===== config.mk =====
export PLATFORM = sky130hd
export DESIGN_NAME = trig_seq
export DESIGN_NICKNAME = d
export VERILOG_FILES = /design/src/rtl/trig_seq_pkg.sv /design/src/rtl/trig_seq_delay.sv /design/src/rtl/trig_seq_patmem.sv /design/src/rtl/trig_seq_player.sv /design/src/rtl/trig_seq.sv
export SDC_FILE = /design/constraint.sdc
export NUM_CORES = 2
export LEC_CHECK = 0
export BUFFER_PORTS_ARGS = -buffer_cell sky130_fd_sc_hd__buf_4
export CORE_UTILIZATION = 46
export DETAILED_ROUTE_END_ITERATION = 6
export GPL_ROUTABILITY_DRIVEN = 0
export HOLD_SLACK_MARGIN = 0.12
export SKIP_CTS_REPAIR_TIMING = 1
export SLEW_MARGIN = 25
export SYNTH_ARGS = -nofsm -noshare
export SYNTH_HDL_FRONTEND = slang
export SYNTH_SLANG_ARGS = --single-unit

===== constraint.sdc =====
create_clock -name clk -period 3.1 [get_ports clk]
set_clock_uncertainty 0.2 [all_clocks]
set_input_delay 0.31 -clock clk [delete_from_list [all_inputs] [get_ports clk]]
set_output_delay 0.31 -clock clk [all_outputs]
set_load 0.05 [all_outputs]

===== src/rtl/trig_seq_pkg.sv =====
package trig_seq_pkg;

    localparam int NSEQ   = 4;
    localparam int PLEN   = 256;
    localparam int WW     = 32;
    localparam int DMAX   = 256;

    localparam int SEQ_RESET  = 0;
    localparam int SEQ_CAL    = 1;
    localparam int SEQ_SWTRIG = 2;
    localparam int SEQ_HWTRIG = 3;

    // play offsets (offset k is stored at bit PLEN-1-k)
    localparam int CAL_REPEAT_OFS = 128;
    localparam int SWTRIG_OFS     = 100;
    localparam int HWTRIG_OFS     = 16;

    // sequences that never produce front-end data
    localparam logic [NSEQ-1:0] QUIET_MASK = 4'b0011;

    typedef enum logic [1:0] {
        MODE_DELAY    = 2'b00,
        MODE_PATTERN  = 2'b01,
        MODE_THRU     = 2'b10,
        MODE_THRU_ALT = 2'b11
    } mode_e;

    function automatic logic [PLEN-1:0] default_seq(input int idx);
        logic [PLEN-1:0] v;
        v = '0;
        case (idx)
            SEQ_RESET: begin
                v[PLEN-1] = 1'b1;
                v[PLEN-3] = 1'b1;
            end
            SEQ_CAL: begin
                v[PLEN-1] = 1'b1;
                v[PLEN-2] = 1'b1;
                v[PLEN-1-CAL_REPEAT_OFS] = 1'b1;
                v[PLEN-2-CAL_REPEAT_OFS] = 1'b1;
            end
            SEQ_SWTRIG: v[PLEN-1-SWTRIG_OFS] = 1'b1;
            SEQ_HWTRIG: v[PLEN-1-HWTRIG_OFS] = 1'b1;
            default: v = '0;
        endcase
        return v;
    endfunction

endpackage


===== src/rtl/trig_seq_delay.sv =====
module trig_seq_delay #(
    parameter int DMAX = trig_seq_pkg::DMAX
) (
    input  logic                    clk,
    input  logic                    rst,
    input  logic                    din,
    input  logic [$clog2(DMAX)-1:0] len_m1,
    output logic                    dout
);
    localparam int LW = $clog2(DMAX);

    logic [DMAX-1:0] line_q;
    logic [LW-1:0]   len_q;

    always_ff @(posedge clk) begin
        if (rst) begin
            line_q <= '0;
            len_q  <= '0;
        end else begin
            len_q <= len_m1;
            if (len_m1 != len_q) begin
                line_q <= '0;
            end else begin
                line_q <= {line_q[DMAX-2:0], din};
            end
        end
    end

    assign dout = line_q[len_m1];

endmodule


===== src/rtl/trig_seq_patmem.sv =====
module trig_seq_patmem #(
    parameter int NSEQ = trig_seq_pkg::NSEQ,
    parameter int PLEN = trig_seq_pkg::PLEN,
    parameter int WW   = trig_seq_pkg::WW
) (
    input  logic                            clk,
    input  logic                            rst,
    input  logic                            wr_en,
    input  logic [$clog2(NSEQ)-1:0]         wr_seq,
    input  logic [$clog2(PLEN/WW)-1:0]      wr_word,
    input  logic [WW-1:0]                   wr_data,
    output logic [NSEQ-1:0][PLEN-1:0]       mem
);
    localparam int SW = $clog2(NSEQ);

    for (genvar s = 0; s < NSEQ; s++) begin : g_seq
        logic [PLEN-1:0] bits_q;
        always_ff @(posedge clk) begin
            if (rst) begin
                bits_q <= trig_seq_pkg::default_seq(s);
            end else if (wr_en && wr_seq == SW'(s)) begin
                bits_q[int'(wr_word)*WW +: WW] <= wr_data;
            end
        end
        assign mem[s] = bits_q;
    end

endmodule


===== src/rtl/trig_seq_player.sv =====
module trig_seq_player #(
    parameter int              NSEQ  = trig_seq_pkg::NSEQ,
    parameter int              PLEN  = trig_seq_pkg::PLEN,
    parameter logic [NSEQ-1:0] QUIET = trig_seq_pkg::QUIET_MASK
) (
    input  logic                      clk,
    input  logic                      rst,
    input  logic                      start_req,
    input  logic [NSEQ-1:0]           en_i,
    input  logic [NSEQ-1:0][PLEN-1:0] mem_i,
    output logic                      bit_o,
    output logic                      hold_o,
    output logic                      busy_o
);
    localparam int CW = $clog2(PLEN);

    typedef struct packed {
        logic            busy;
        logic [CW-1:0]   cnt;
        logic [NSEQ-1:0] en;
    } play_t;

    play_t           st_q;
    logic            go;
    logic [CW-1:0]   rd_idx;
    logic [NSEQ-1:0] rd_en;
    logic            nxt_bit;

    assign go = start_req & ~st_q.busy;

    always_comb begin
        rd_idx  = go ? CW'(PLEN-1) : CW'(PLEN-1) - st_q.cnt;
        rd_en   = go ? en_i : st_q.en;
        nxt_bit = 1'b0;
        for (int s = 0; s < NSEQ; s++) begin
            nxt_bit = nxt_bit | (rd_en[s] & mem_i[s][rd_idx]);
        end
    end

    always_ff @(posedge clk) begin
        if (rst) begin
            st_q   <= '0;
            bit_o  <= 1'b0;
            hold_o <= 1'b0;
        end else begin
            hold_o <= 1'b0;
            if (go) begin
                st_q.busy <= 1'b1;
                st_q.cnt  <= CW'(1);
                st_q.en   <= en_i;
                bit_o     <= nxt_bit;
                hold_o    <= |(en_i & ~QUIET);
            end else if (st_q.busy) begin
                bit_o    <= nxt_bit;
                st_q.cnt <= st_q.cnt + CW'(1);
                if (st_q.cnt == CW'(PLEN-1)) begin
                    st_q.busy <= 1'b0;
                end
            end else begin
                bit_o <= 1'b0;
            end
        end
    end

    assign busy_o = st_q.busy;

endmodule


===== src/rtl/trig_seq.sv =====
module trig_seq #(
    parameter int NSEQ = trig_seq_pkg::NSEQ,
    parameter int PLEN = trig_seq_pkg::PLEN,
    parameter int WW   = trig_seq_pkg::WW,
    parameter int DMAX = trig_seq_pkg::DMAX
) (
    input  logic                       clk,
    input  logic                       rst,
    input  logic                       hw_trig,
    input  logic                       sw_trig,
    input  logic [1:0]                 mode,
    input  logic [$clog2(DMAX)-1:0]    delay_len_m1,
    input  logic [NSEQ-1:0]            pat_en,
    input  logic                       wr_en,
    input  logic [$clog2(NSEQ)-1:0]    wr_seq,
    input  logic [$clog2(PLEN/WW)-1:0] wr_word,
    input  logic [WW-1:0]              wr_data,
    output logic                       trig_out,
    output logic                       hold_out
);
    import trig_seq_pkg::*;

    localparam logic [NSEQ-1:0] QUIET_MASK_L = QUIET_MASK;

    mode_e                     mode_q;
    logic                      any_trig;
    logic                      dly_out;
    logic                      pat_out;
    logic                      play_busy;
    logic [NSEQ-1:0][PLEN-1:0] mem;

    assign mode_q   = mode_e'(mode);
    assign any_trig = hw_trig | sw_trig;

    trig_seq_delay #(.DMAX(DMAX)) u_delay (
        .clk    (clk),
        .rst    (rst),
        .din    (any_trig & (mode_q == MODE_DELAY)),
        .len_m1 (delay_len_m1),
        .dout   (dly_out)
    );

    trig_seq_patmem #(.NSEQ(NSEQ), .PLEN(PLEN), .WW(WW)) u_mem (
        .clk     (clk),
        .rst     (rst),
        .wr_en   (wr_en),
        .wr_seq  (wr_seq),
        .wr_word (wr_word),
        .wr_data (wr_data),
        .mem     (mem)
    );

    trig_seq_player #(.NSEQ(NSEQ), .PLEN(PLEN), .QUIET(QUIET_MASK_L)) u_play (
        .clk       (clk),
        .rst       (rst),
        .start_req (any_trig & (mode_q == MODE_PATTERN)),
        .en_i      (pat_en),
        .mem_i     (mem),
        .bit_o     (pat_out),
        .hold_o    (hold_out),
        .busy_o    (play_busy)
    );

    always_comb begin
        case (mode_q)
            MODE_DELAY:   trig_out = dly_out;
            MODE_PATTERN: trig_out = pat_out;
            default:      trig_out = hw_trig;
        endcase
    end

endmodule


# Word level (Yosys, flattened, before mapping)
# Cells that the tools add are included.
# W data, S select, Z words.
# totals
output_inout_bits	2
mem_bits_rw	0
latch_bits	0
reg_bits	1303
wordCells	71
mem_count	0
rom_bits	0
# op_classes
n_mux	22
n_reduce_logical	11
bitwise_logic	13
n_lt_le_gt_ge	2
eq_ne	6
add_sub_neg	3
multipliers	0
shifts	2
div	0
# op_table
operator	count
$bwmux W256	4
$shift A32 B33 Y256 const A	1
$shiftx A32 B33 Y256	1
$bmux W1 S8	5
$neg A8 Y33	1
$lt A8 B9 Y1 const B	2
$mux W9	2
$add A8 B1 Y8 const B	1
$eq A8 B8 Y1 const B	1
$mux W1	8
$mux W8	1
$ne A8 B8 Y1	1
$reduce_or A2 Y1	4
$sub A8 B8 Y8 const A	1
$and A1 B1 Y1	7
$eq A2 B1 Y1 const B	2
$eq A2 B2 Y1 const B	2
$logic_and A1 B1 Y1	4
$logic_not A2 Y1	2
$mux W4	1
$or A1 B1 Y1	4
$not A1 Y1	2
$pmux W1 S2	1
$reduce_bool A2 Y1	1

# Logic depth before layout (Yosys ltp)
# logic_depth
ltp_word	12
ltp_mapped	14
ltp_nobuf	10

# Hierarchy
# A second synthesis with hierarchy kept.
# hier_totals
hier_cells	6173
area_unflattened_um2	58024.4
# by_module_without_submodules
mod	area_each_um2	instances	cells_per_inst	seq_area_each_um2
trig_seq_patmem	38035.2	1	3933	20499.7
trig_seq_player	10533.9	1	1443	300.3
trig_seq_delay	9417.8	1	790	5285.1
trig_seq	37.5	1	7	0.0

# Worst setup path before layout
# Ideal clock, no wire load.
# synth_path
path_kind	input to output
startpoint	input port delay_len_m1[0]
endpoint	output port trig_out
path_buffers	2
slack_ns	-0.056
arrival_ns	2.646
required_ns	2.590
cell_stages	9
path_cell_list	buf_4 -> buf_2 -> mux4_2 -> mux4_2 -> mux2i_1 -> mux4_2 -> nor2b_1 -> o31ai_1 -> mux2_2
# synth_via
elab_chain_len	3
# synth_lines
element	line_no	rtl
from (decl)	trig_seq.sv:12	input logic [$clog2(DMAX)-1:0] delay_len_m1,
$bmux W1 S8	trig_seq_delay.sv:29	assign dout = line_q[len_m1];
$mux W1 (not written as such)	trig_seq_delay.sv:29	
$pmux W1 S2	trig_seq.sv:65	case (mode_q)
to (decl)	trig_seq.sv:18	output logic trig_out,
# No other way between the ends. The select of a mux whose other input is x is not followed.

# Worst setup path after layout
# layout_path
startpoint	register u_delay.line_q[251]
endpoint	output port trig_out
# layout_via
elab_chain_len	3
# layout_lines
element	line_no	rtl
from (decl)	trig_seq_delay.sv:12	logic [DMAX-1:0] line_q;
from (signal assigned)	trig_seq_delay.sv:24	line_q <= {line_q[DMAX-2:0], din};
$bmux W1 S8	trig_seq_delay.sv:29	
$mux W1 (not written as such)	trig_seq_delay.sv:29	
$pmux W1 S2	trig_seq.sv:65	
# No other way between the ends. The select of a mux whose other input is x is not followed.

==> impl_metrics.prom <==
# TYPE chip_impl_metric gauge
chip_impl_info{name="status",value="finished, violations left"} 1
chip_impl_info{name="failing_checks",value="negative setup slack"} 1
chip_impl_metric{name="final_design_area_no_fill",unit="um2"} 67490
chip_impl_metric{name="combPwrFrac",unit=""} 0.079
chip_impl_metric{name="grt_antenna_before_repair",unit=""} 3
chip_impl_metric{name="final_hold_viol_count",unit=""} 0
chip_impl_metric{name="final-instance-count-excl-fill",unit=""} 8716
chip_impl_metric{name="placementRows",unit=""} 127
chip_impl_metric{name="fin_nets",unit=""} 7057
chip_impl_metric{name="total_power",unit="mW"} 36.43
chip_impl_metric{name="synth_fp_nets",unit=""} 6858
chip_impl_metric{name="total_switching_power",unit="mW"} 9.171
chip_impl_metric{name="max_clock_freq",unit="GHz"} 0.2616
chip_impl_metric{name="worst_skew_pair.late_latency",unit="ps"} 820
chip_impl_metric{name="dpl.hpwl",unit="mm"} 134.6
chip_impl_metric{name="netSwitchingFraction",unit=""} 0.2518
chip_impl_metric{name="worst-endpoint-arrival",unit="ps"} 3310
chip_impl_info{name="rsz0062_at_grt",value="yes"} 1
chip_impl_metric{name="placed_cells_incl_taps",unit=""} 8378
chip_impl_info{name="critical_path.endpoint_type",value="primary output"} 1
chip_impl_metric{name="timing.critical_path.required",unit="ps"} 2590
chip_impl_metric{name="grt_first_pass_wirelength",unit="mm"} 299.6
chip_impl_metric{name="max-vdd-ir-drop",unit="uV"} 574.1
chip_impl_info{name="clock_tree_from_tritoncts",value="yes"} 1
chip_impl_metric{name="grt_remaining_overflow",unit=""} 0
chip_impl_metric{name="critPathMaxFanout",unit=""} 2
chip_impl_metric{name="worst_path_largest_cell_delay",unit="ps"} 480
chip_impl_metric{name="finalWorstSetupSlack",unit="ps"} -723.3
chip_impl_info{name="timing.rr.start",value="u_play.st_q[6]"} 1
chip_impl_info{name="worst_r2r_endpoint",value="u_play.bit_o"} 1
chip_impl_metric{name="timing.max_slew.rel_slack",unit=""} 0.2753
chip_impl_metric{name="worst_slew_pin_slew",unit="ps"} 1087
chip_impl_metric{name="die_area",unit="um2"} 123100
chip_impl_metric{name="sequentialPowerShare",unit=""} 0.462
chip_impl_metric{name="avgViaCountPerCell",unit=""} 5.879
chip_impl_metric{name="dieHeight",unit="um"} 350.9
chip_impl_metric{name="route.antenna.remaining_nets",unit=""} 0
chip_impl_info{name="crit_chain",value="mux4_2, mux4_2, mux2i_1, mux4_2, and2_1, o31ai_2, mux2_2, buf_6"} 1
chip_impl_metric{name="coreArea",unit="um2"} 120300
chip_impl_info{name="clock_tree.root_cell",value="sky130_fd_sc_hd__clkbuf_16"} 1
chip_impl_metric{name="drt-initial-drc-count",unit=""} 6557
chip_impl_metric{name="post_dp_cell_area",unit="um2"} 61150
chip_impl_info{name="worstSetupStartpoint",value="u_delay.line_q[251]"} 1
chip_impl_metric{name="p_per_area",unit="nW/um2"} 539.8
chip_impl_metric{name="r2r_cells",unit=""} 12
chip_impl_info{name="critPathLaunchType",value="flop"} 1
chip_impl_metric{name="die_x",unit="um"} 350.9
chip_impl_metric{name="io_buffer_count",unit=""} 57
chip_impl_info{name="cpMaxStageDelayCell",value="sky130_fd_sc_hd__mux4_2"} 1
chip_impl_metric{name="post_route_cells_drive_above_1_share",unit=""} 0.1601
chip_impl_metric{name="start_util",unit=""} 0.4655
chip_impl_metric{name="clock_tree.buffer_depth",unit=""} 3
chip_impl_metric{name="yosysWarningCount",unit=""} 0
chip_impl_metric{name="rrSetupSlack",unit="ps"} -210
chip_impl_metric{name="sequential_cell_area_fraction_in_the_yosys_report",unit=""} 0.4659
chip_impl_info{name="worst_setup_path_endpoint",value="trig_out"} 1
chip_impl_metric{name="hold_ws",unit="ps"} 177.8
chip_impl_metric{name="grt_use_total",unit=""} 0.3234
chip_impl_metric{name="synth_edf_count",unit=""} 0
chip_impl_metric{name="period_needed",unit="ps"} 3823
chip_impl_metric{name="netlist_instances",unit=""} 6799
chip_impl_metric{name="tritoncts.num_buffers",unit=""} 140
chip_impl_metric{name="yosys.cell_types.count",unit=""} 83
chip_impl_metric{name="p_int",unit="mW"} 27.26
chip_impl_info{name="cell_seen_most_often_among_critical_path_stages",value="sky130_fd_sc_hd__mux4_2"} 1
chip_impl_metric{name="clock_sink_count",unit=""} 1303
chip_impl_metric{name="grt_start_max_net_pins",unit=""} 217
chip_impl_metric{name="postSynthAreaPerCell",unit="um2"} 8.235
chip_impl_metric{name="remaining_drc_errors",unit=""} 0
chip_impl_metric{name="post_drt_wl_per_cell",unit="um"} 23.71
chip_impl_info{name="yosys_most_used_dff",value="sky130_fd_sc_hd__dfxtp_1"} 1
chip_impl_metric{name="drt_pass_1_iters",unit=""} 6
chip_impl_metric{name="post-route-period-util",unit=""} 1.233
chip_impl_metric{name="flow.area_growth_from_synthesis",unit="%"} 20.54
chip_impl_metric{name="setup_violations",unit=""} 2
chip_impl_metric{name="routed_wl",unit="mm"} 206.7
chip_impl_metric{name="maxSlewViolCount",unit=""} 0
chip_impl_metric{name="synth.cell_area",unit="um2"} 55990
chip_impl_metric{name="fill_cells",unit=""} 10858
chip_impl_metric{name="first_global_vias",unit=""} 45976
chip_impl_info{name="setup.worst_path.class",value="reg2out"} 1
chip_impl_metric{name="synth-seq-cells",unit=""} 1303
chip_impl_metric{name="clock_power_share",unit=""} 0.459
chip_impl_metric{name="async_flop_share",unit=""} 0
chip_impl_metric{name="num_vias",unit=""} 51240
chip_impl_metric{name="clk_pin_slew_worst_paths",unit="ps"} 60
chip_impl_metric{name="top_level_ports",unit=""} 58
chip_impl_metric{name="cts-htree-levels",unit=""} 4
chip_impl_metric{name="p_leak",unit="nW"} 24.63
chip_impl_info{name="holdCritPathClass",value="in2reg"} 1
chip_impl_metric{name="drv.max_cap_violation_count",unit=""} 0
## per-layer routing
metal / vias to the layer above / GRT usage / routed length [um]
met5: - / 0 / 24
li1: 23563 / - / -
met2: 2637 / 0.4910 / 89380
met4: 4 / 0.1462 / 10090
met3: 539 / 0.06435 / 21640
met1: 24497 / 0.4429 / 85520
## power groups by stage
stage | registers [mW] | logic [mW] | clock network (mW)
finish | 16.8 | 2.88 | 16.7
CTS | 16.8 | 2.62 | 16.9
global route | 16.8 | 2.94 | 17.6
detailed placement | 17.2 | 2.61 | 0
floorplan | 17.2 | 1.35 | 0
global placement | 17.2 | 2.61 | 0
## layout by cell type, fill, tap and decap left out, drive strengths merged, types with 14 or more instances in the layout
cell	n
a211oi	41
a21oi	1121
a221o	27
a221oi	58
a22oi	35
a2bb2oi	24
a31oi	33
and2	270
and3	16
buf	579
clkbuf	225
clkinv	21
dfxtp	1303
dlygate4sd3	60
inv	20
mux2	74
mux2i	183
mux4	131
nand2	653
nand3	37
nor2	1780
nor2b	18
nor3	53
o2111ai	17
o211ai	29
o21ai	73
o221ai	40
o22ai	15
o31ai	14
## cells in the mapped netlist (52+ instances only)
library cell	instances	area (um2)
sky130_fd_sc_hd__nor2_1	1778	6674
sky130_fd_sc_hd__dfxtp_1	1303	26090
sky130_fd_sc_hd__a21oi_1	1121	5610
sky130_fd_sc_hd__nand2_1	653	2451
sky130_fd_sc_hd__clkbuf_1	421	1580
sky130_fd_sc_hd__and2_1	270	1689
sky130_fd_sc_hd__mux2i_1	183	1832
sky130_fd_sc_hd__mux4_2	131	2950
sky130_fd_sc_hd__buf_2	86	430.4
sky130_fd_sc_hd__o21ai_0	64	320.3
sky130_fd_sc_hd__mux2_2	63	709.4
sky130_fd_sc_hd__a221oi_1	56	490.5
sky130_fd_sc_hd__nor3_1	52	260.3
## area by class of cell
type,count,area [um2],share of cell area
clock inverters,29,431.7,0.006396
diodes,2,5.005,0.00007416
flip-flops and latches,1303,26100,0.3867
well taps,1612,2017,0.02989
repair buffers,647,6802,0.1008
multi-input cells,4890,27930,0.4138
clock buffers,217,4145,0.06142
inverters,16,66.31,0.0009826
## worst min-delay path by stage
stage	start	to	slack [ps]	cells after the start
final	wr_word[1]	u_mem.g_seq[0].bits_q[239]	180	7
after global routing	wr_word[1]	u_mem.g_seq[0].bits_q[17]	210	8
after CTS	delay_len_m1[5]	u_delay.len_q[5]	-450	2
after detailed placement	u_delay.line_q[243]	u_delay.line_q[244]	240	1
after global placement	u_delay.line_q[99]	u_delay.line_q[100]	230	1
after floorplan	u_delay.line_q[102]	u_delay.line_q[103]	220	1
## stage by stage
step	util	setup WS [ps]	TNS [ps]
after CTS	0.5464	-829.3	-1454
after floorplan	-	13.87	0
final	0.5611	-723.3	-935.7
after global routing	0.5610	-787.0	-1026
after global placement	0.5083	-622.9	-1087
after detailed placement	0.5084	-657.5	-1107
## flip-flops by register name, indices dropped and copies added, names as in the netlist
name,count
u_delay.len_q,8
u_delay.line_q,256
u_mem.g_seq.bits_q,1024
u_play.bit_o,1
u_play.busy_o,1
u_play.hold_o,1
u_play.st_q,12
## critical path, delay by kind of cell (launching register included)
| kind | cells | cell delay, ps |
|---|---|---|
| muxes | 5 | 1800 |
| DFF | 1 | 310 |
| buffers and inverters | 1 | 160 |
| and+or+nand+nor | 1 | 150 |
| AOI/OAI and AO/OA | 1 | 100 |
## cell families after synthesis
logic type / after synthesis / share of synthesized area
simple gates: 2860 / 0.2097
compound gates: 1625 / 0.1726
flops: 1303 / 0.4659
buf+inv: 606 / 0.04876
mux: 388 / 0.1003
xor+xnor: 14 / 0.002190
fa+ha+maj: 3 / 0.0006705
Note: power is estimated with default switching activity, not from simulation.
